`src/rtl/bce_pkg.sv`:
```
// Shared types for the branch condition evaluator.
// Assumes a 5-bit flag vector laid out as the FLG_* positions below.
package bce_pkg;
    typedef enum logic [1:0] {
        FORM_NONE  = 2'd0,
        FORM_SHORT = 2'd1,
        FORM_NEAR  = 2'd2,
        FORM_CTRZ  = 2'd3
    } jform_t;

    localparam int FLAG_W  = 5;
    localparam int FLG_CY  = 0;
    localparam int FLG_PAR = 1;
    localparam int FLG_ZR  = 2;
    localparam int FLG_SG  = 3;
    localparam int FLG_OV  = 4;
endpackage

```
`src/rtl/bce_opdecode.sv`:
```
// Classifies the opcode bytes into a jump form and extracts the predicate
// selector nibble. Assumes the bytes are already aligned by the decoder.
module bce_opdecode
    import bce_pkg::*;
#(
    parameter int BYTE_W = 8
) (
    input  logic [BYTE_W-1:0] byte0,
    input  logic [BYTE_W-1:0] byte1,
    output jform_t            form,
    output logic [3:0]        sel
);
    localparam logic [BYTE_W-1:0] ESC_BYTE  = BYTE_W'(8'h0F);
    localparam logic [BYTE_W-1:0] CTRZ_BYTE = BYTE_W'(8'hE3);
    localparam logic [BYTE_W-5:0] SHORT_HI  = (BYTE_W-4)'(4'h7);
    localparam logic [BYTE_W-5:0] NEAR_HI   = (BYTE_W-4)'(4'h8);

    // Form classification from the byte pattern.
    always_comb begin
        form = FORM_NONE;
        sel  = byte0[3:0];
        if (byte0[BYTE_W-1:4] == SHORT_HI) begin
            form = FORM_SHORT;
        end else if (byte0 == ESC_BYTE && byte1[BYTE_W-1:4] == NEAR_HI) begin
            form = FORM_NEAR;
            sel  = byte1[3:0];
        end else if (byte0 == CTRZ_BYTE) begin
            form = FORM_CTRZ;
        end
    end
endmodule

```
`src/rtl/bce_flagpred.sv`:
```
// Evaluates one of sixteen flag predicates. Even selectors test a base
// condition, odd selectors its complement. Purely combinational.
module bce_flagpred
    import bce_pkg::*;
(
    input  logic [3:0]        sel,
    input  logic [FLAG_W-1:0] flags,
    output logic              hit
);
    logic cy, par, zr, sg, ov, sg_ne_ov;
    logic [7:0] base;

    // Name the individual flags.
    always_comb begin
        cy       = flags[FLG_CY];
        par      = flags[FLG_PAR];
        zr       = flags[FLG_ZR];
        sg       = flags[FLG_SG];
        ov       = flags[FLG_OV];
        sg_ne_ov = sg ^ ov;
    end

    // Base conditions indexed by selector bits [3:1].
    always_comb begin
        base[0] = ov;
        base[1] = cy;
        base[2] = zr;
        base[3] = cy | zr;
        base[4] = sg;
        base[5] = par;
        base[6] = sg_ne_ov;
        base[7] = zr | sg_ne_ov;
    end

    // Pick and optionally invert the base condition.
    always_comb begin
        hit = base[sel[3:1]] ^ sel[0];
    end
endmodule

```
`src/rtl/bce_ctrzero.sv`:
```
// Tests the count register for zero. The tested width is the narrow width
// or the full width, chosen by the address-size attribute.
module bce_ctrzero #(
    parameter int CNT_W    = 32,
    parameter int NARROW_W = 16
) (
    input  logic [CNT_W-1:0] count,
    input  logic             wide,
    output logic             is_zero
);
    logic low_zero;
    logic high_zero;

    // Split zero detection so the narrow mode skips the upper half.
    always_comb begin
        low_zero  = (count[NARROW_W-1:0] == '0);
        high_zero = (count[CNT_W-1:NARROW_W] == '0);
        is_zero   = low_zero & (high_zero | ~wide);
    end
endmodule

```
`src/rtl/bce_target.sv`:
```
// Sign-extends the displacement for the form, adds it to the following
// address, truncates for a narrow operand size and compares to the limit.
module bce_target
    import bce_pkg::*;
#(
    parameter int IP_W     = 32,
    parameter int NARROW_W = 16,
    parameter int SHORT_W  = 8
) (
    input  jform_t          form,
    input  logic            op_wide,
    input  logic [IP_W-1:0] next_ip,
    input  logic [IP_W-1:0] disp,
    input  logic [IP_W-1:0] limit,
    output logic [IP_W-1:0] target,
    output logic            beyond
);
    localparam int SHORT_PAD  = IP_W - SHORT_W;
    localparam int NARROW_PAD = IP_W - NARROW_W;

    logic [IP_W-1:0] ext_short;
    logic [IP_W-1:0] ext_narrow;
    logic [IP_W-1:0] offset;
    logic [IP_W-1:0] sum;

    // Displacement width depends on form and operand size.
    always_comb begin
        ext_short  = {{SHORT_PAD{disp[SHORT_W-1]}}, disp[SHORT_W-1:0]};
        ext_narrow = {{NARROW_PAD{disp[NARROW_W-1]}}, disp[NARROW_W-1:0]};
        if (form == FORM_NEAR)
            offset = op_wide ? disp : ext_narrow;
        else
            offset = ext_short;
    end

    // Add, truncate and compare against the segment limit.
    always_comb begin
        sum = next_ip + offset;
        if (op_wide)
            target = sum;
        else
            target = {{NARROW_PAD{1'b0}}, sum[NARROW_W-1:0]};
        beyond = (target > limit);
    end
endmodule

```
`src/rtl/branch_cond_eval.sv`:
```
// Top of the conditional branch evaluator. It decodes the opcode, evaluates
// the flag or counter condition, computes the target and registers the
// verdict one cycle after in_valid. Assumes one request per valid cycle and
// no back-pressure.
module branch_cond_eval
    import bce_pkg::*;
#(
    parameter int IP_W     = 32,
    parameter int NARROW_W = 16,
    parameter int SHORT_W  = 8,
    parameter int BYTE_W   = 8
) (
    input  logic              clk,
    input  logic              rst_n,
    input  logic              in_valid,
    input  logic [BYTE_W-1:0] op_byte0,
    input  logic [BYTE_W-1:0] op_byte1,
    input  logic [FLAG_W-1:0] status_flags,
    input  logic [IP_W-1:0]   count_val,
    input  logic              opsize_32,
    input  logic              addrsize_32,
    input  logic [IP_W-1:0]   next_ip,
    input  logic [IP_W-1:0]   disp,
    input  logic [IP_W-1:0]   seg_limit,
    output logic              res_valid,
    output logic              res_taken,
    output logic [IP_W-1:0]   res_ip,
    output logic              res_gp_fault,
    output logic              res_bad_op
);
    localparam logic [BYTE_W-1:0] CTRZ_OP = BYTE_W'(8'hE3);

    jform_t          form;
    logic [3:0]      sel;
    logic            flag_hit;
    logic            ctr_zero;
    logic            cond;
    logic [IP_W-1:0] target;
    logic            beyond;

    bce_opdecode #(.BYTE_W(BYTE_W)) u_dec (
        .byte0 (op_byte0),
        .byte1 (op_byte1),
        .form  (form),
        .sel   (sel)
    );

    bce_flagpred u_pred (
        .sel   (sel),
        .flags (status_flags),
        .hit   (flag_hit)
    );

    bce_ctrzero #(.CNT_W(IP_W), .NARROW_W(NARROW_W)) u_ctr (
        .count   (count_val),
        .wide    (addrsize_32),
        .is_zero (ctr_zero)
    );

    bce_target #(.IP_W(IP_W), .NARROW_W(NARROW_W), .SHORT_W(SHORT_W)) u_tgt (
        .form    (form),
        .op_wide (opsize_32),
        .next_ip (next_ip),
        .disp    (disp),
        .limit   (seg_limit),
        .target  (target),
        .beyond  (beyond)
    );

    // Choose the counter test or the flag predicate.
    always_comb begin
        cond = (form == FORM_CTRZ) ? ctr_zero : flag_hit;
    end

    // Register the verdict; the pointer moves only on a clean outcome.
    always_ff @(posedge clk) begin
        if (!rst_n) begin
            res_valid    <= 1'b0;
            res_taken    <= 1'b0;
            res_ip       <= '0;
            res_gp_fault <= 1'b0;
            res_bad_op   <= 1'b0;
        end else begin
            res_valid <= in_valid;
            if (in_valid) begin
                if (form == FORM_NONE) begin
                    res_taken    <= 1'b0;
                    res_gp_fault <= 1'b0;
                    res_bad_op   <= 1'b1;
                end else begin
                    res_taken    <= cond;
                    res_gp_fault <= cond & beyond;
                    res_bad_op   <= 1'b0;
                    if (!cond)
                        res_ip <= next_ip;
                    else if (!beyond)
                        res_ip <= target;
                end
            end
        end
    end

    // strobe follows the request by exactly one cycle
    p_strobe_follow_r1: assert property (@(posedge clk) disable iff (!rst_n)
        in_valid |=> res_valid);
    p_strobe_quiet_r1: assert property (@(posedge clk) disable iff (!rst_n)
        !in_valid |=> !res_valid);

    // a fully zero count is taken regardless of flags and address size
    p_ctr_zero_taken_r5: assert property (@(posedge clk) disable iff (!rst_n)
        (in_valid && op_byte0 == CTRZ_OP && count_val == '0) |=> res_taken);

    // narrow operand size never yields an upper half on a taken target
    p_narrow_target_r6: assert property (@(posedge clk) disable iff (!rst_n)
        (in_valid && !opsize_32) |=>
            (!res_taken || res_gp_fault || res_ip[IP_W-1:NARROW_W] == '0));

    // not-taken, supported requests pass the following address through
    p_fallthrough_r7: assert property (@(posedge clk) disable iff (!rst_n)
        in_valid |=> (res_taken || res_bad_op || res_ip == $past(next_ip)));

    // a fault is only reported on a taken jump, and the pointer holds
    p_fault_taken_r8: assert property (@(posedge clk) disable iff (!rst_n)
        res_gp_fault |-> res_taken);
    p_fault_hold_r8: assert property (@(posedge clk) disable iff (!rst_n)
        (res_valid && res_gp_fault) |-> $stable(res_ip));

    // an invalid opcode excludes taken and fault, and the pointer holds
    p_bad_excl_r9: assert property (@(posedge clk) disable iff (!rst_n)
        res_bad_op |-> (!res_taken && !res_gp_fault));
    p_bad_hold_r9: assert property (@(posedge clk) disable iff (!rst_n)
        (res_valid && res_bad_op) |-> $stable(res_ip));

    // results hold when no request arrived
    p_idle_hold_r11: assert property (@(posedge clk) disable iff (!rst_n)
        !res_valid |-> ($stable(res_ip) && $stable(res_taken)));
endmodule

```
`config.mk`:
```
export PLATFORM = sky130hd
export DESIGN_NAME = branch_cond_eval
export DESIGN_NICKNAME = d
export VERILOG_FILES = /design/src/rtl/bce_pkg.sv /design/src/rtl/bce_opdecode.sv /design/src/rtl/bce_flagpred.sv /design/src/rtl/bce_ctrzero.sv /design/src/rtl/bce_target.sv /design/src/rtl/branch_cond_eval.sv
export SDC_FILE = /design/constraint.sdc
export NUM_CORES = 1
export LEC_CHECK = 0
export BUFFER_PORTS_ARGS = -buffer_cell sky130_fd_sc_hd__clkbuf_2
export CORE_MARGIN = 2
export CORE_UTILIZATION = 45
export CTS_CLUSTER_SIZE = 10
export DETAILED_ROUTE_END_ITERATION = 6
export PLACE_DENSITY = 0.75
export SYNTH_ARGS = -nofsm -noshare
export SYNTH_HDL_FRONTEND = slang
export SYNTH_SLANG_ARGS = --single-unit
```
`constraint.sdc`:
```
create_clock -name clk -period 5.3 [get_ports clk]
set_input_delay 0 -clock clk [delete_from_list [all_inputs] [get_ports clk]]
set_output_delay 0 -clock clk [all_outputs]
set_load 0.05 [all_outputs]
```
==> out/results.tsv <==
stage	metric	value	unit
floorplan	std_cell_rows	37	
synth	syn_area_per_cell	7.37	um2
critical_path	end_kind	register	
timing	relSlewSlack	0.492	
timing	fin_crit_sh	0.978	
synth	synth_compound_area_frac	0.308	
clocking	cts_tree	built	
place	numPortBuffers	189	
detailed_routing	drcViolationCount	0	
pwr	vdd_ir_drop_max	0.114	mV
floorplan	die_w	106	um
synth	yosys_most_used_dff	dfxtp_1	
run	maxCapViolCount	0	
place	dp_cells	1039	
global_routing	grt_pass1_vias	6078	
detailed_routing	antenna_left	0	
global_routing	grt_pass1_wl	28700	um
cells_and_area	num-nets-final	1159	
timing	tns	0	ns
critical_path	critical_path_depth	28	
synth	yosys_warnings	0	
synth	synth_top_family_by_area	compound AO/OA/AOI/OAI gates	
detailed_routing	dr.pass1.iters	6	
synth	synth_xor_area_frac	0.0450	
timing	tightest_slew	0.758	ns
clocking	clockRootBuffer	clkbuf_8	
timing	holdWs	-0.00305	ns
synth	yosys.area_share.simple	0.206	
synth	postSynthCellCount	633	
critical_path	cp_data_arrival_time	5.38	ns
synth	seq_area_frac_synth	0.154	
global_routing	grt_usage	0.318	
detailed_routing	dr.first_iter.drc_count	390	
run_status	status	finished, violations left	
detailed_routing	wl_per_cell	17.5	um
timing	final-max-slew-violation-count	0	
timing	final_hold_viol_count	1	
clocking	htree_levels	2	
critical_path	crit_path_top_delay_cell	or4b_4	
place	place_congestion	1.03	
clocking	worstSkewPairLatency	0.30	ns
critical_path	criticalPathCategory	in -> reg	
clocking	cts_buffer_depth	2	
detailed_routing	avgViaCountPerCell	5.76	
critical_path	critical-path-max-stage-delay	0.55	ns
cells_and_area	area.growth.synth_to_final	54.8	%
synth	synth_edf_count	0	
critical_path	critPathBufInv	7	
cells_and_area	layout_commonest_cell	clkbuf_2	
cells_and_area	diodes	0	
global_routing	antenna_found_initial	0	
detailed_routing	dr_total_vias	6196	
place	place_hpwl	14500	um
critical_path	cp.required	5.49	ns
synth	synth_fa_ha_area_frac	0.179	
clocking	cts_made_buffers	5	
critical_path	worstPathMaxFanout	8	
floorplan	pin_count	190	
min_path	worstHoldPathType	in -> reg	
synth	synth-seq-cells	36	
min_path	min_path_cells	3	
pwr	power_per_cell_area	171	nW/um2
floorplan	fp.coreArea	10200	um2
clocking	cts.sinks	36	
global_routing	grt_max_degree	38	
floorplan	die_h	106	um
cells_and_area	fin_area	7220	um2
clocking	clk_pin_slew_worst_paths	0.08	ns
timing	final.min_clock_period	5.18	ns
timing	setup_viol	0	
critical_path	path_delay_family	compound AO/OA/AOI/OAI gates	
timing	fmax	0.193	GHz
synth	muxShareOfSynthArea	0.0450	
synth	synthDistinctLibCells	62	
floorplan	dieArea	11200	um2
cells_and_area	post-route-util	0.709	
cells_and_area	layout.cells.non_filler	1076	
global_routing	gr-total-overflow	0	
cells_and_area	drive_gt1_frac	0.399	
synth	synthesis.nets	853	
timing	finClkSkew	0	ns
place	placed_area	6530	um2
detailed_routing	wl	18800	um
floorplan	initial_core_util	0.458	
critical_path	cpMostUsedCell	buf_4	
synth	syn-cell-area	4670	um2
pwr	leakagePower	0.00371	uW
run_status	violations	negative hold slack	
critical_path	rr_worst_depth	3	
critical_path	start_kind	input pin	
cells_and_area	mostFrequentLayoutCells	189 x clkbuf_2, 116 x buf_4, 63 x nand2_1, 63 x a21oi_1, 58 x ha_1	
synth	synthArstFlopShare	0	
==> Yosys cell counts, types with 3 or more instances <==
cell type / instances / area share
a211o_1: 4 / 0.0075
a21o_1: 29 / 0.047
buf_2: 8 / 0.0086
and2_1: 9 / 0.012
dfxtp_1: 36 / 0.15
mux2i_1: 21 / 0.045
a31oi_1: 16 / 0.021
o311ai_0: 5 / 0.0094
nor4_1: 12 / 0.016
or4_1: 3 / 0.0048
nand2_1: 63 / 0.051
xor2_1: 8 / 0.015
o211ai_1: 9 / 0.014
clkbuf_1: 17 / 0.014
nand2b_1: 5 / 0.0067
nand4_1: 11 / 0.015
inv_1: 47 / 0.038
a2bb2oi_1: 3 / 0.0056
and3_1: 4 / 0.0054
o21ai_0: 41 / 0.044
ha_1: 65 / 0.17
nor2_1: 28 / 0.023
nand3_1: 29 / 0.031
xnor2_1: 16 / 0.030
nor2b_1: 5 / 0.0067
a211oi_1: 4 / 0.0064
o21bai_1: 3 / 0.0048
o31ai_1: 5 / 0.0080
nor3_1: 12 / 0.013
a21oi_1: 66 / 0.071
o211a_1: 3 / 0.0064
or3_1: 4 / 0.0054
==> path summary, 6_finish.rpt <==
kind	from	end	slack, ns
max reg2reg	res_ip[29]	res_ip[29]	4.54
min	next_ip[30]	res_ip[30]	-0.003
min reg2reg	res_ip[2]	res_ip[2]	0.48
max	op_byte1[6]	res_ip[23]	0.12
==> layout make-up <==
type / instances / area [um2]
well taps: 136 / 170
repair buffers: 326 / 2120
clock inverters: 1 / 7.51
fillers: 849 / 2960
inverters: 47 / 176
clock buffers: 7 / 86.3
flip-flops and latches: 36 / 721
multi-input cells: 523 / 3940
==> where the power goes <==
part,leakage [uW],switching (uW),internal (uW)
logic,0.00337,391,346
registers,0.000292,3.81,277
clock network,0.0000445,114,106
==> routing by layer <==
| metal | up-vias | wire length, um | global-route usage |
|---|---|---|---|
| met4 | 0 | 793 | 0.136 |
| met2 | 293 | 9130 | 0.567 |
| met3 | 64 | 1330 | 0.0414 |
| met1 | 2854 | 7570 | 0.379 |
| li1 | 2985 | - | - |
| met5 | - | 0 | 0 |
==> worst reg2reg max path, stage by stage (launching register included) <==
cell and delay [ns]:
dfxtp_1 0.32, nand2_1 0.05, mux2i_1 0.08, a31o_2 0.21
==> state kept, by name (all words and copies together) (netlist names) <==
name / flops
res_gp_fault: 1
res_taken: 1
res_valid: 1
res_ip: 32
res_bad_op: 1
==> cell families (layout without fill, tap and decap cells) <==
| logic type | Yosys count | after routing |
|---|---|---|
| and+or+nand+nor | 194 | 194 |
| buffers and inverters | 74 | 381 |
| adders and majority gates | 66 | 66 |
| muxes | 21 | 21 |
| DFF | 36 | 36 |
| AOI/OAI and AO/OA | 218 | 218 |
| xor gates and xnor gates | 24 | 24 |
==> per-stage QoR <==
step	hold WS [ns]	power, uW	setup WS, ns
floorplan	0.151	669	0.00537
global placement	0.264	926	-0.418
detailed placement	0.279	945	-0.536
CTS	0.000226	1180	-0.00395
global route	0.0101	1310	-0.106
finish	-0.00305	1240	0.119
==> repair_timing <==
| item | 4_1_cts | 5_1_grt |
|---|---|---|
| pin swaps | 6 | 32 |
| cloned | 2 | 3 |
| hold buffers | 8 | 0 |
| setup buffers | 4 | 13 |
| resized for setup | 8 | 52 |
| setup endpoints to repair | 32 | 33 |
| hold endpoints to repair | 9 | 0 |
No activity file was read; power rests on OpenSTA's default activity.
